## src/rtl/rx_fifo_pkg.sv

```systemverilog
package rx_fifo_pkg;
  localparam int unsigned DATA_W  = 8;
  localparam int unsigned TAG_W   = 3;
  localparam int unsigned ENTRY_W = DATA_W + TAG_W;

  // bit 10 break, bit 9 parity, bit 8 framing, bits 7:0 data
  typedef struct packed {
    logic              brk;
    logic              par;
    logic              frm;
    logic [DATA_W-1:0] data;
  } rx_entry_t;
endpackage

```

## src/rtl/rx_fifo_ctrl.sv

```systemverilog
module rx_fifo_ctrl #(
  parameter int unsigned DEPTH = 16,
  localparam int unsigned PTR_W = (DEPTH > 1) ? $clog2(DEPTH) : 1,
  localparam int unsigned CNT_W = $clog2(DEPTH + 1)
) (
  input  logic             clk_i,
  input  logic             rst_ni,
  input  logic             fifo_en_i,
  input  logic             wr_req_i,
  input  logic             rd_req_i,
  output logic             push_o,
  output logic             ovr_evt_o,
  output logic [PTR_W-1:0] wr_ptr_o,
  output logic [PTR_W-1:0] rd_ptr_o,
  output logic [CNT_W-1:0] level_o,
  output logic             empty_o,
  output logic             full_o
);
  logic             fen_q;
  logic             flush;
  logic             pop;
  logic [CNT_W-1:0] cap;
  logic [CNT_W-1:0] cnt_q;
  logic [PTR_W-1:0] wptr_q, rptr_q;

  function automatic logic [PTR_W-1:0] bump(input logic [PTR_W-1:0] p,
                                            input logic [CNT_W-1:0] c);
    if (CNT_W'(p) == c - CNT_W'(1)) return '0;
    return p + PTR_W'(1);
  endfunction

  assign flush     = fifo_en_i != fen_q;
  assign cap       = fifo_en_i ? CNT_W'(DEPTH) : CNT_W'(1);
  assign empty_o   = cnt_q == '0;
  assign full_o    = cnt_q == cap;
  assign pop       = rd_req_i && !empty_o && !flush;
  assign push_o    = wr_req_i && !flush && (!full_o || pop);
  assign ovr_evt_o = wr_req_i && !flush && full_o && !pop;

  always_ff @(posedge clk_i or negedge rst_ni) begin
    if (!rst_ni) begin
      fen_q  <= 1'b1;
      cnt_q  <= '0;
      wptr_q <= '0;
      rptr_q <= '0;
    end else begin
      fen_q <= fifo_en_i;
      if (flush) begin
        cnt_q  <= '0;
        wptr_q <= '0;
        rptr_q <= '0;
      end else begin
        if (push_o) wptr_q <= bump(wptr_q, cap);
        if (pop)    rptr_q <= bump(rptr_q, cap);
        case ({push_o, pop})
          2'b10:   cnt_q <= cnt_q + CNT_W'(1);
          2'b01:   cnt_q <= cnt_q - CNT_W'(1);
          default: cnt_q <= cnt_q;
        endcase
      end
    end
  end

  assign wr_ptr_o = wptr_q;
  assign rd_ptr_o = rptr_q;
  assign level_o  = cnt_q;
endmodule

```

## src/rtl/rx_fifo_store.sv

```systemverilog
module rx_fifo_store
  import rx_fifo_pkg::*;
#(
  parameter int unsigned DEPTH = 16,
  localparam int unsigned PTR_W = (DEPTH > 1) ? $clog2(DEPTH) : 1
) (
  input  logic             clk_i,
  input  logic             we_i,
  input  logic [PTR_W-1:0] waddr_i,
  input  rx_entry_t        wdata_i,
  input  logic [PTR_W-1:0] raddr_i,
  output rx_entry_t        rdata_o
);
  rx_entry_t mem [DEPTH];

  for (genvar g = 0; g < DEPTH; g++) begin : g_slot
    always_ff @(posedge clk_i) begin
      if (we_i && waddr_i == PTR_W'(g)) mem[g] <= wdata_i;
    end
  end

  always_comb begin
    rdata_o = mem[0];
    for (int i = 0; i < DEPTH; i++) begin
      if (raddr_i == PTR_W'(i)) rdata_o = mem[i];
    end
  end
endmodule

```

## src/rtl/rx_ovr_flag.sv

```systemverilog
module rx_ovr_flag (
  input  logic clk_i,
  input  logic rst_ni,
  input  logic set_i,
  input  logic clr_i,
  output logic flag_o
);
  always_ff @(posedge clk_i or negedge rst_ni) begin
    if (!rst_ni)    flag_o <= 1'b0;
    else if (set_i) flag_o <= 1'b1;  // set beats clear
    else if (clr_i) flag_o <= 1'b0;
  end
endmodule

```

## src/rtl/uart_rx_fifo.sv

```systemverilog
module uart_rx_fifo
  import rx_fifo_pkg::*;
#(
  parameter int unsigned DEPTH = 16,
  localparam int unsigned CNT_W = $clog2(DEPTH + 1),
  localparam int unsigned PTR_W = (DEPTH > 1) ? $clog2(DEPTH) : 1
) (
  input  logic               clk_i,
  input  logic               rst_ni,
  input  logic               fifo_en_i,
  input  logic               wr_en_i,
  input  logic [DATA_W-1:0]  wr_data_i,
  input  logic               wr_frame_err_i,
  input  logic               wr_par_err_i,
  input  logic               wr_brk_err_i,
  input  logic               rd_en_i,
  input  logic               ovr_clr_i,
  output logic [ENTRY_W-1:0] rd_entry_o,
  output logic               empty_o,
  output logic               full_o,
  output logic               overrun_o,
  output logic [CNT_W-1:0]   level_o
);
  logic             push, ovr_evt;
  logic [PTR_W-1:0] wr_ptr, rd_ptr;
  rx_entry_t        wr_entry, head;

  assign wr_entry = '{brk: wr_brk_err_i, par: wr_par_err_i,
                      frm: wr_frame_err_i, data: wr_data_i};

  rx_fifo_ctrl #(.DEPTH(DEPTH)) u_ctrl (
    .clk_i     (clk_i),
    .rst_ni    (rst_ni),
    .fifo_en_i (fifo_en_i),
    .wr_req_i  (wr_en_i),
    .rd_req_i  (rd_en_i),
    .push_o    (push),
    .ovr_evt_o (ovr_evt),
    .wr_ptr_o  (wr_ptr),
    .rd_ptr_o  (rd_ptr),
    .level_o   (level_o),
    .empty_o   (empty_o),
    .full_o    (full_o)
  );

  rx_fifo_store #(.DEPTH(DEPTH)) u_store (
    .clk_i   (clk_i),
    .we_i    (push),
    .waddr_i (wr_ptr),
    .wdata_i (wr_entry),
    .raddr_i (rd_ptr),
    .rdata_o (head)
  );

  rx_ovr_flag u_ovr (
    .clk_i  (clk_i),
    .rst_ni (rst_ni),
    .set_i  (ovr_evt),
    .clr_i  (ovr_clr_i),
    .flag_o (overrun_o)
  );

  assign rd_entry_o = head;
endmodule

```

## config.mk

```make
export PLATFORM = sky130hd
export DESIGN_NAME = uart_rx_fifo
export DESIGN_NICKNAME = d
export VERILOG_FILES = /design/src/rtl/rx_fifo_pkg.sv /design/src/rtl/rx_fifo_ctrl.sv /design/src/rtl/rx_fifo_store.sv /design/src/rtl/rx_ovr_flag.sv /design/src/rtl/uart_rx_fifo.sv
export SDC_FILE = /design/constraint.sdc
export NUM_CORES = 1
export LEC_CHECK = 0
export ABC_AREA = 1
export CAP_MARGIN = 40
export CORE_ASPECT_RATIO = 0.8
export CORE_MARGIN = 2
export CORE_UTILIZATION = 40
export CTS_BUF_LIST = sky130_fd_sc_hd__clkbuf_4 sky130_fd_sc_hd__clkbuf_8 sky130_fd_sc_hd__clkbuf_16
export CTS_CLUSTER_SIZE = 14
export DETAILED_ROUTE_END_ITERATION = 16
export HOLD_SLACK_MARGIN = 0.02
export SLEW_MARGIN = 20
export SYNTH_ARGS = -nofsm -noshare
export SYNTH_HDL_FRONTEND = slang
export SYNTH_SLANG_ARGS = --single-unit
export TNS_END_PERCENT = 10
```

## constraint.sdc

```tcl
create_clock -name clk_i -period 7.4 [get_ports clk_i]
set_input_delay 1.85 -clock clk_i [delete_from_list [all_inputs] [get_ports clk_i]]
set_output_delay 1.85 -clock clk_i [all_outputs]
set_load 0.05 [all_outputs]
```

======== Yosys cells after proc, flatten, opt, wreduce, memory -nomap -nowiden ========
Memories as Yosys holds them, arrays and structs flattened.
Index checks and enable logic that the tools add are counted.
storage, ports and cells
  flip-flop bits (word level) ............. 15
  latch bits .............................. 0
  RAM bits ................................ 176
  bits in read-only memories .............. 0
  bits of input ports ..................... 17
  output and inout port bits .............. 19
  logic and storage cells ................. 206
  memories ................................ 1
memory list
  memory       depth  width  read ports  clocked after Yosys merged registers in  write ports  line                 source
  u_store.mem  16     11     16          0                                        1            rx_fifo_store.sv:14  rx_entry_t mem [DEPTH];
operators by class
  add/sub/neg operators ................... 5
  $mul .................................... 0
  divide/modulo/power cells ............... 0
  $lt $le $gt $ge ......................... 0
  eq/ne operators ......................... 36
  shift-type cells ........................ 0
  mux-type cells .......................... 111
  bitwise gates (word level) .............. 0
  reductions and logical operators ........ 48
operators by type and width
  cell                                                 number
  two-way mux 11 bit                                   30
  OR reduction 11 bit                                  15
  two-way mux 4 bit                                    23
  equality test 4 bit, second input constant           16
  two-way mux 1 bit                                    55
  equality test 4 x 3 -> 1 bit, second input constant  8
  logical AND 1 bit                                    22
  equality test 4 x 2 -> 1 bit, second input constant  4
  equality test 4 x 5 -> 1 bit                         2
  two-way mux 5 bit                                    2
  one-hot mux 5 bit (2 select lines)                   1
  subtractor 5 x 1 -> 5 bit, second input constant     2
  adder 4 x 1 -> 4 bit, second input constant          2
  equality test 4 x 1 -> 1 bit, second input constant  2
  nonzero test 2 bit                                   3
  adder 5 x 1 -> 5 bit, second input constant          1
  equality test 5 bit                                  1
  zero test 5 bit                                      1
  zero test 1 bit                                      4
  zero test 4 bit                                      1
  nonzero test 3 bit                                   1
  equality test 2 x 1 -> 1 bit, second input constant  1
  equality test 2 bit, second input constant           1
  logical OR 1 bit                                     1
  inequality test 1 bit                                1

======== Longest topological paths before layout ========
Gate-level depths: netlist (run 1).
  depth after elaboration ................. 25
  depth in mapped cells ................... 21
  mapped depth without buffers ............ 20

======== Modules after synthesis ========
From an unflattened synthesis (run 1), not the netlist that was laid out.
second synthesis, totals
  cell total of the unflattened synthesis .. 783
  area total of the unflattened synthesis .. 8499.4 sq um
by module, submodules not included
  module         instances  cells an instance  area an instance (sq um)  seq. area each (sq um)
  rx_fifo_store  1          650                7448.4                    5285.1
  rx_fifo_ctrl   1          128                1011.0                    351.6
  rx_ovr_flag    1          5                  40.0                      25.0

======== Worst setup path after synthesis (run 1) ========
OpenSTA, ideal clock, no wires.
  kind .................................... input-to-output
  start ................................... input port fifo_en_i
  end ..................................... output port full_o
  arrival time ............................ 2.834 ns
  data required time ...................... 5.550 ns
  path slack .............................. 2.716 ns
  cell stages on the path ................. 3
  buffers on the path ..................... 0
  cells stage by stage .................... inv_1 nand3_1 a21oi_1
between the ends
  cells in the longest elaborated chain, start to end .. 2
RTL lines
  item                 line                source
  start: declaration   uart_rx_fifo.sv:10  input logic fifo_en_i,
  two-way mux 5 bit    rx_fifo_ctrl.sv:33  assign cap = fifo_en_i ? CNT_W'(DEPTH) : CNT_W'(1);
  equality test 5 bit  rx_fifo_ctrl.sv:35  assign full_o = cnt_q == cap;
  end: declaration     uart_rx_fifo.sv:20  output logic full_o,
No other way between the ends.

======== Worst setup path after layout (run 1) ========
  start ................................... register u_ctrl.rptr_q[1], in the netlist u_ctrl.rd_ptr_o[1]
  end ..................................... output port rd_entry_o[1]
between the ends
  cells in the longest elaborated chain, start to end .. 16
  elaborated cells on any way between the ends .. 30
  classes of those cells .................. eq/ne (15); mux (15)
RTL lines
  item                               line                 source
  start: declaration                 rx_fifo_ctrl.sv:24   logic [PTR_W-1:0] wptr_q, rptr_q;
  start signal: assignment           rx_fifo_ctrl.sv:54   if (pop) rptr_q <= bump(rptr_q, cap);
  equality test 4 x 1 -> 1 bit       rx_fifo_store.sv:25  if (raddr_i == PTR_W'(i)) rdata_o = mem[i];
  two-way mux 11 bit (14 in series)  rx_fifo_store.sv:25
  two-way mux 11 bit (*)             rx_fifo_store.sv:25
  end: declaration                   uart_rx_fifo.sv:18   output logic [ENTRY_W-1:0] rd_entry_o,
Mark *: on every way between the ends. The rest lies on a longest branch, timed or not.

==> flow_metrics.tcl, run 1 <==
set metrics [dict create \
    io_buffers 35 \
    core_area_sq_um 20800 \
    crit_type "register to output pin" \
    post-cts-setup-buffers 0 \
    hp-class "register to register" \
    synthArstFlopShare_pct 7.85 \
    finalCritPeriodShare_pct 79.2 \
    finalHoldViolCount 0 \
    numCtsBuffers 17 \
    routed.top_layer "met4" \
    startpoint_type "register" \
    crit_path_frequent_cell "nand2_1" \
    min_period_ps 5860 \
    synthesis.area_sq_um 8540 \
    yosysWarnings 0 \
    skew_ps 12.5 \
    p_int_mw 1.98 \
    setup_violations 0 \
    gp_congestion 0.805 \
    grt_pass1_wl_um 30100 \
    cp_slowest_cell "clkdlybuf4s50_1" \
    critPathTopFamily "buffers and inverters" \
    clkLatencyLatePin_ps 430 \
    vias 5625 \
    viasPerCell 4.84 \
    fin_area_sq_um 9960 \
    tns_ps 0 \
    routedWlPerCell_um 16.1 \
    p_comb_share_pct 28.0 \
    htreeDepth 4 \
    diodes 0 \
    p_total_mw 3.04 \
    drive_above_1_share_pct 11.1 \
    synth_edf_count 176 \
    sw_frac_of_total_pct 34.9 \
    place_ws_ps 1900 \
    dieArea_sq_um 22500 \
    die_x_um 167 \
    drv_cap 0 \
    drt-initial-drc-count 472 \
    wl_met2_um 7860 \
    drt-met1-wl_um 9810 \
    rsz0062_at_grt "false" \
    synth-main-ff-cell "edfxtp_1" \
    max_slew.worst_pin.slew_ps 786 \
    die_y_um 135 \
    status "finished, final reports clean" \
    path_clk_slew_ps 80 \
    grt_remaining_overflow 0 \
    start_util_pct 41.0 \
    cts.sinks 191 \
    syn_to_final_growth_pct 16.7 \
    ios 36 \
    track_usage_pct 17.6 \
    p_sw_mw 1.06 \
    critPathMaxStageDelay_ps 800 \
    cp.required_ps 5550 \
    yosysMostFrequentCell "nand2_1" \
    ir_drop_uv 280 \
    dpl_cell_area_sq_um 9280 \
    dp_cells 1124 \
    grt_max_degree 23 \
    clock_path_buffers 2 \
    worst_slack_ps 1540 \
    synth_common_cells "nand2_1 (213), edfxtp_1 (176), inv_1 (96), nand3_1 (95), nor2_1 (80)" \
    power_density_nw_per_um2 305 \
    worstPathArrival_ps 4010 \
    syn-num-nets 856 \
    cp_max_fo 22 \
    rows 47 \
    synth_cells 827 \
    synthTopCellsByArea "edfxtp_1 (62%), nand2_1 (9.4%), nand3_1 (5.6%), inv_1 (4.2%), dfrtp_1 (4.1%)" \
    fin_cells 1161 \
    path_cells "inv_1 > ha_1 > inv_1 > nor2_1 > inv_1 > o21ai_0 > inv_1 > nand2_1 > nand2_1 > nand2_1 > nand3_1 > nand3_1 > nand3_1 > nand2_1 > nand2_1 > nand3_1 > nand2_1 > nand2_1 > nand2_1 > nand2_1 > clkdlybuf4s50_1" \
    slew_headroom_pct 47.5 \
    synth_seq_cells 191 \
    clkPwrFrac_pct 30.9 \
    cts-root-buf "clkbuf_16" \
    yosysSeqAreaShare_pct 66.3 \
    leakagePower_nw 3.96 \
    tritoncts "built" \
    seqPwrFrac_pct 41.1 \
    fillerInstances 1953 \
    grt_pass1_vias 5418 \
    path_buf_inv 5 \
    fmax_mhz 171 \
    synth_area_leader_cell "edfxtp_1" \
    holdBufCountCts 0 \
    finalWirelength_um 18700 \
    route.detailed.drc 0 \
    setup.worst_path.end_class "output pin" \
    hpwl_um 12500 \
    ant_nets 0 \
    cts-resized-gates 0 \
    nets 908 \
    synth_top_cell_area_share_pct 61.9 \
    yosysUniqueCellTypes 32 \
    wl_met3_um 815 \
    antenna_found_initial 0 \
    dr.pass1.iters 5 \
    synth.avg_cell_area_sq_um 10.3 \
    slew_viol_final 0 \
]
-- layout by cell type (no fill, tap or decap), types with 4 or more instances in the layout --
master / count
a21oi_1: 26
buf_4: 23
buf_6: 4
clkbuf_16: 17
clkdlybuf4s50_1: 35
clkinv_8: 5
dfrtp_1: 14
edfxtp_1: 176
ha_1: 11
inv_1: 96
inv_2: 6
inv_8: 4
nand2_1: 213
nand3_1: 95
nor2_1: 80
o21ai_0: 16
o22ai_1: 4
or2_0: 9
or2_2: 25
xor2_1: 4
-- power groups by stage --
stage          Combinational, mW  Clock, mW  Sequential [mW]
3_3_place_gp               0.844          0             1.27
6_report                   0.852      0.940             1.25
2_1_floorplan              0.530          0             1.31
5_1_grt                    0.952       1.00             1.25
3_5_place_dp               0.853          0             1.27
4_1_cts                    0.858      0.954             1.25
-- cell families (layout without fill, tap and decap cells) --
logic type               after synthesis  count (layout)  share of synthesized area [%]
XOR/XNOR                               5               5                          0.601
flip-flops                           191             191                           66.3
buffers and inverters                133             198                           6.05
adder cells (fa/ha/maj)               12              12                           1.85
AO/OA/AOI/OAI                         55              55                           3.56
AND/OR/NAND/NOR                      431             431                           21.6
-- routing by layer --
layer,vias to the layer above,GRT usage (%)
met1,2651,27.2
met3,12,3.40
met4,0,4.98
li1,2839,-
met2,123,25.2
met5,-,0
-- worst min-delay path, cell delays in order (launching register included) --
cell and delay [ps]:
dfrtp_1 380, inv_1 50, o32ai_1 50
-- metrics by stage --
stage	util [%]	hold WS, ps
detailed placement	44.6	521
floorplan	-	582
global placement	43.9	522
global route	47.8	576
finish	47.8	525
CTS	47.5	536
-- registers in the layout, indices dropped and copies added, names as in the netlist --
signal,flops
u_store.mem,176
u_ctrl.level_o,5
u_ctrl.rd_ptr_o,4
u_ovr.flag_o,1
u_ctrl.wr_ptr_o,4
u_ctrl.fen_q,1
-- worst paths after layout --
check	from	end	slack, ps	cells past startpoint
setup / recovery	u_ctrl.rd_ptr_o[1]	rd_entry_o[1]	1540	21
hold / removal	u_ovr.flag_o	u_ovr.flag_o	530	2
setup reg to reg	u_ctrl.fen_q	u_store.mem[0][39]	4650	10
hold reg to reg	u_ovr.flag_o	u_ovr.flag_o	530	2
max in group asynchronous	rst_ni	u_ctrl.level_o[3]	5110	1
min in group asynchronous	rst_ni	u_ovr.flag_o	1830	1
-- cell type report --
class                      count  area (sq um)  share of cell area [%]
tap                          269           337                    3.38
timing repair buffer          64           598                    6.00
inverter                     102           383                    3.84
clock buffer                  17           425                    4.27
clock inverter                15           196                    1.97
sequential                   191          5660                    56.8
multi-input combinational    503          2360                    23.7
Power figures use the tool's default switching activity.
==> inputs of run 2 (changes only) <==
==> constraint.sdc (replaced) <==
create_clock -name clk_i -period 5.75 [get_ports clk_i]
set_input_delay 1.4375 -clock clk_i [delete_from_list [all_inputs] [get_ports clk_i]]
set_output_delay 1.4375 -clock clk_i [all_outputs]
set_load 0.05 [all_outputs]
==> flow_metrics.tcl, run 2 (same netlist as run 1, synthesis figures left out) <==
set metrics [dict create \
    clock_path_buffers 2 \
    drt-initial-drc-count 462 \
    leakagePower_nw 3.93 \
    viasPerCell 4.82 \
    final_cell_mix "nand2_1 (213), edfxtp_1 (176), inv_1 (96), nand3_1 (94), nor2_1 (80)" \
    fmax_mhz 186 \
    status "finished, final reports clean" \
    numCtsBuffers 17 \
    path_clk_slew_ps 70 \
    holdBufCountCts 0 \
    ant_nets 0 \
    routed.top_layer "met4" \
    grt_pass1_vias 5489 \
    place_ws_ps 783 \
    layout_commonest_cell "nand2_1" \
    finalHoldViolCount 0 \
    final_util_pct 47.7 \
    cp_max_fo 22 \
    reg2reg_from "u_ctrl.fen_q" \
    grt_remaining_overflow 0 \
    io_buffers 35 \
    dp_cells 1126 \
    slew_viol_final 0 \
    drt-met1-wl_um 9780 \
    cts-resized-gates 0 \
    vias 5597 \
    tritoncts "built" \
    post-cts-setup-buffers 0 \
    power_density_nw_per_um2 395 \
    route.detailed.drc 0 \
    antenna_found_initial 0 \
    htreeDepth 4 \
    routedWlPerCell_um 16.3 \
    rows 47 \
    finalWirelength_um 18900 \
    track_usage_pct 17.9 \
    slew_headroom_pct 48.3 \
    core_area_sq_um 20800 \
    max_slew.worst_pin.slew_ps 773 \
    dr.pass1.iters 7 \
    wl_met3_um 826 \
    ir_drop_uv 364 \
    min_period_ps 5370 \
    die_x_um 167 \
    fin_cells 1161 \
    startpoint_type "register" \
    rsz0062_at_grt "true" \
    largest_reg_flops 176 \
    worst_slack_ps 382 \
    whs_ps 526 \
    wl_met2_um 8110 \
    largest-register "u_store.mem" \
    dpl_cell_area_sq_um 9290 \
    dieArea_sq_um 22500 \
    tns_ps 0 \
    startpoint "u_ctrl.rd_ptr_o[1]" \
    skew_ps 5.66 \
    hp-class "register to register" \
    grt_pass1_wl_um 30400 \
    ios 36 \
    grt_max_degree 23 \
    nets 909 \
    cts.sinks 191 \
    hpwl_um 12500 \
    setup_violations 0 \
    gp_congestion 0.795 \
    fin_area_sq_um 9930 \
    start_util_pct 41.0 \
    cts-root-buf "clkbuf_16" \
    die_y_um 135 \
    finalCritPeriodShare_pct 93.4 \
    worstPathArrival_ps 3930 \
    crit_type "register to output pin" \
    hp-start "u_ovr.flag_o" \
    drive_above_1_share_pct 11.0 \
    fillerInstances 1949 \
    clkLatencyLatePin_ps 430 \
    syn_to_final_growth_pct 16.3 \
    p_total_mw 3.92 \
    setup.worst_path.end_class "output pin" \
    drv_cap 0 \
    cp.required_ps 4310 \
    diodes 0 \
]
run 2: cell count changes in the layout (fill, tap and decap cells not counted), moves of 3 or more:
cell / before / now
buf_4: 23 / 26
clkinv_8: 5 / 0
clkinvlp_4: 0 / 6
inv_8: 4 / 0
run 2: power by group:
| part | total (mW) | leakage, nW | switching (mW) | internal, mW |
|---|---|---|---|---|
| clock network | 1.20 | 0.269 | 0.518 | 0.681 |
| logic | 1.12 | 1.88 | 0.769 | 0.347 |
| registers | 1.61 | 1.79 | 0.0359 | 1.57 |
| total | 3.92 | 3.93 | 1.32 | 2.60 |
run 2: per-layer routing:
metal	track usage, %	up-vias
met5	0	-
met4	4.44	0
met3	3.69	12
met2	26.3	135
met1	27.3	2623
li1	-	2827
run 2: final cells by class:
type	instances	area [sq um]	area share, %
multi-input cells	503	2360	23.8
inverters	102	383	3.85
clock inverters	14	169	1.70
flip-flops and latches	191	5660	57.0
clock buffers	17	425	4.28
well taps	269	337	3.39
repair buffers	65	593	5.97
run 2: worst max-delay path, cell delays in order (launching register included):
cell	delay (ps)
dfrtp_1	390
inv_1	110
ha_1	190
buf_4	180
inv_1	120
nor2_1	60
inv_1	470
o21ai_0	180
inv_1	100
nand2_1	60
nand2_1	70
nand2_1	60
nand3_1	60
nand3_1	80
nand3_1	100
nand2_1	80
nand2_1	100
nand3_1	100
nand2_1	110
nand2_1	50
nand2_1	60
nand2_1	60
clkdlybuf4s50_1	700
run 2: worst paths after layout:
check / endpoint / slack [ps] / depth (start not counted)
setup / recovery: rd_entry_o[1] / 380 / 22
hold / removal: u_ovr.flag_o / 530 / 2
setup reg to reg: u_ctrl.level_o[4] / 3050 / 13
hold reg to reg: u_ovr.flag_o / 530 / 2
max in group asynchronous: u_ctrl.rd_ptr_o[0] / 3910 / 1
min in group asynchronous: u_ovr.flag_o / 1410 / 1
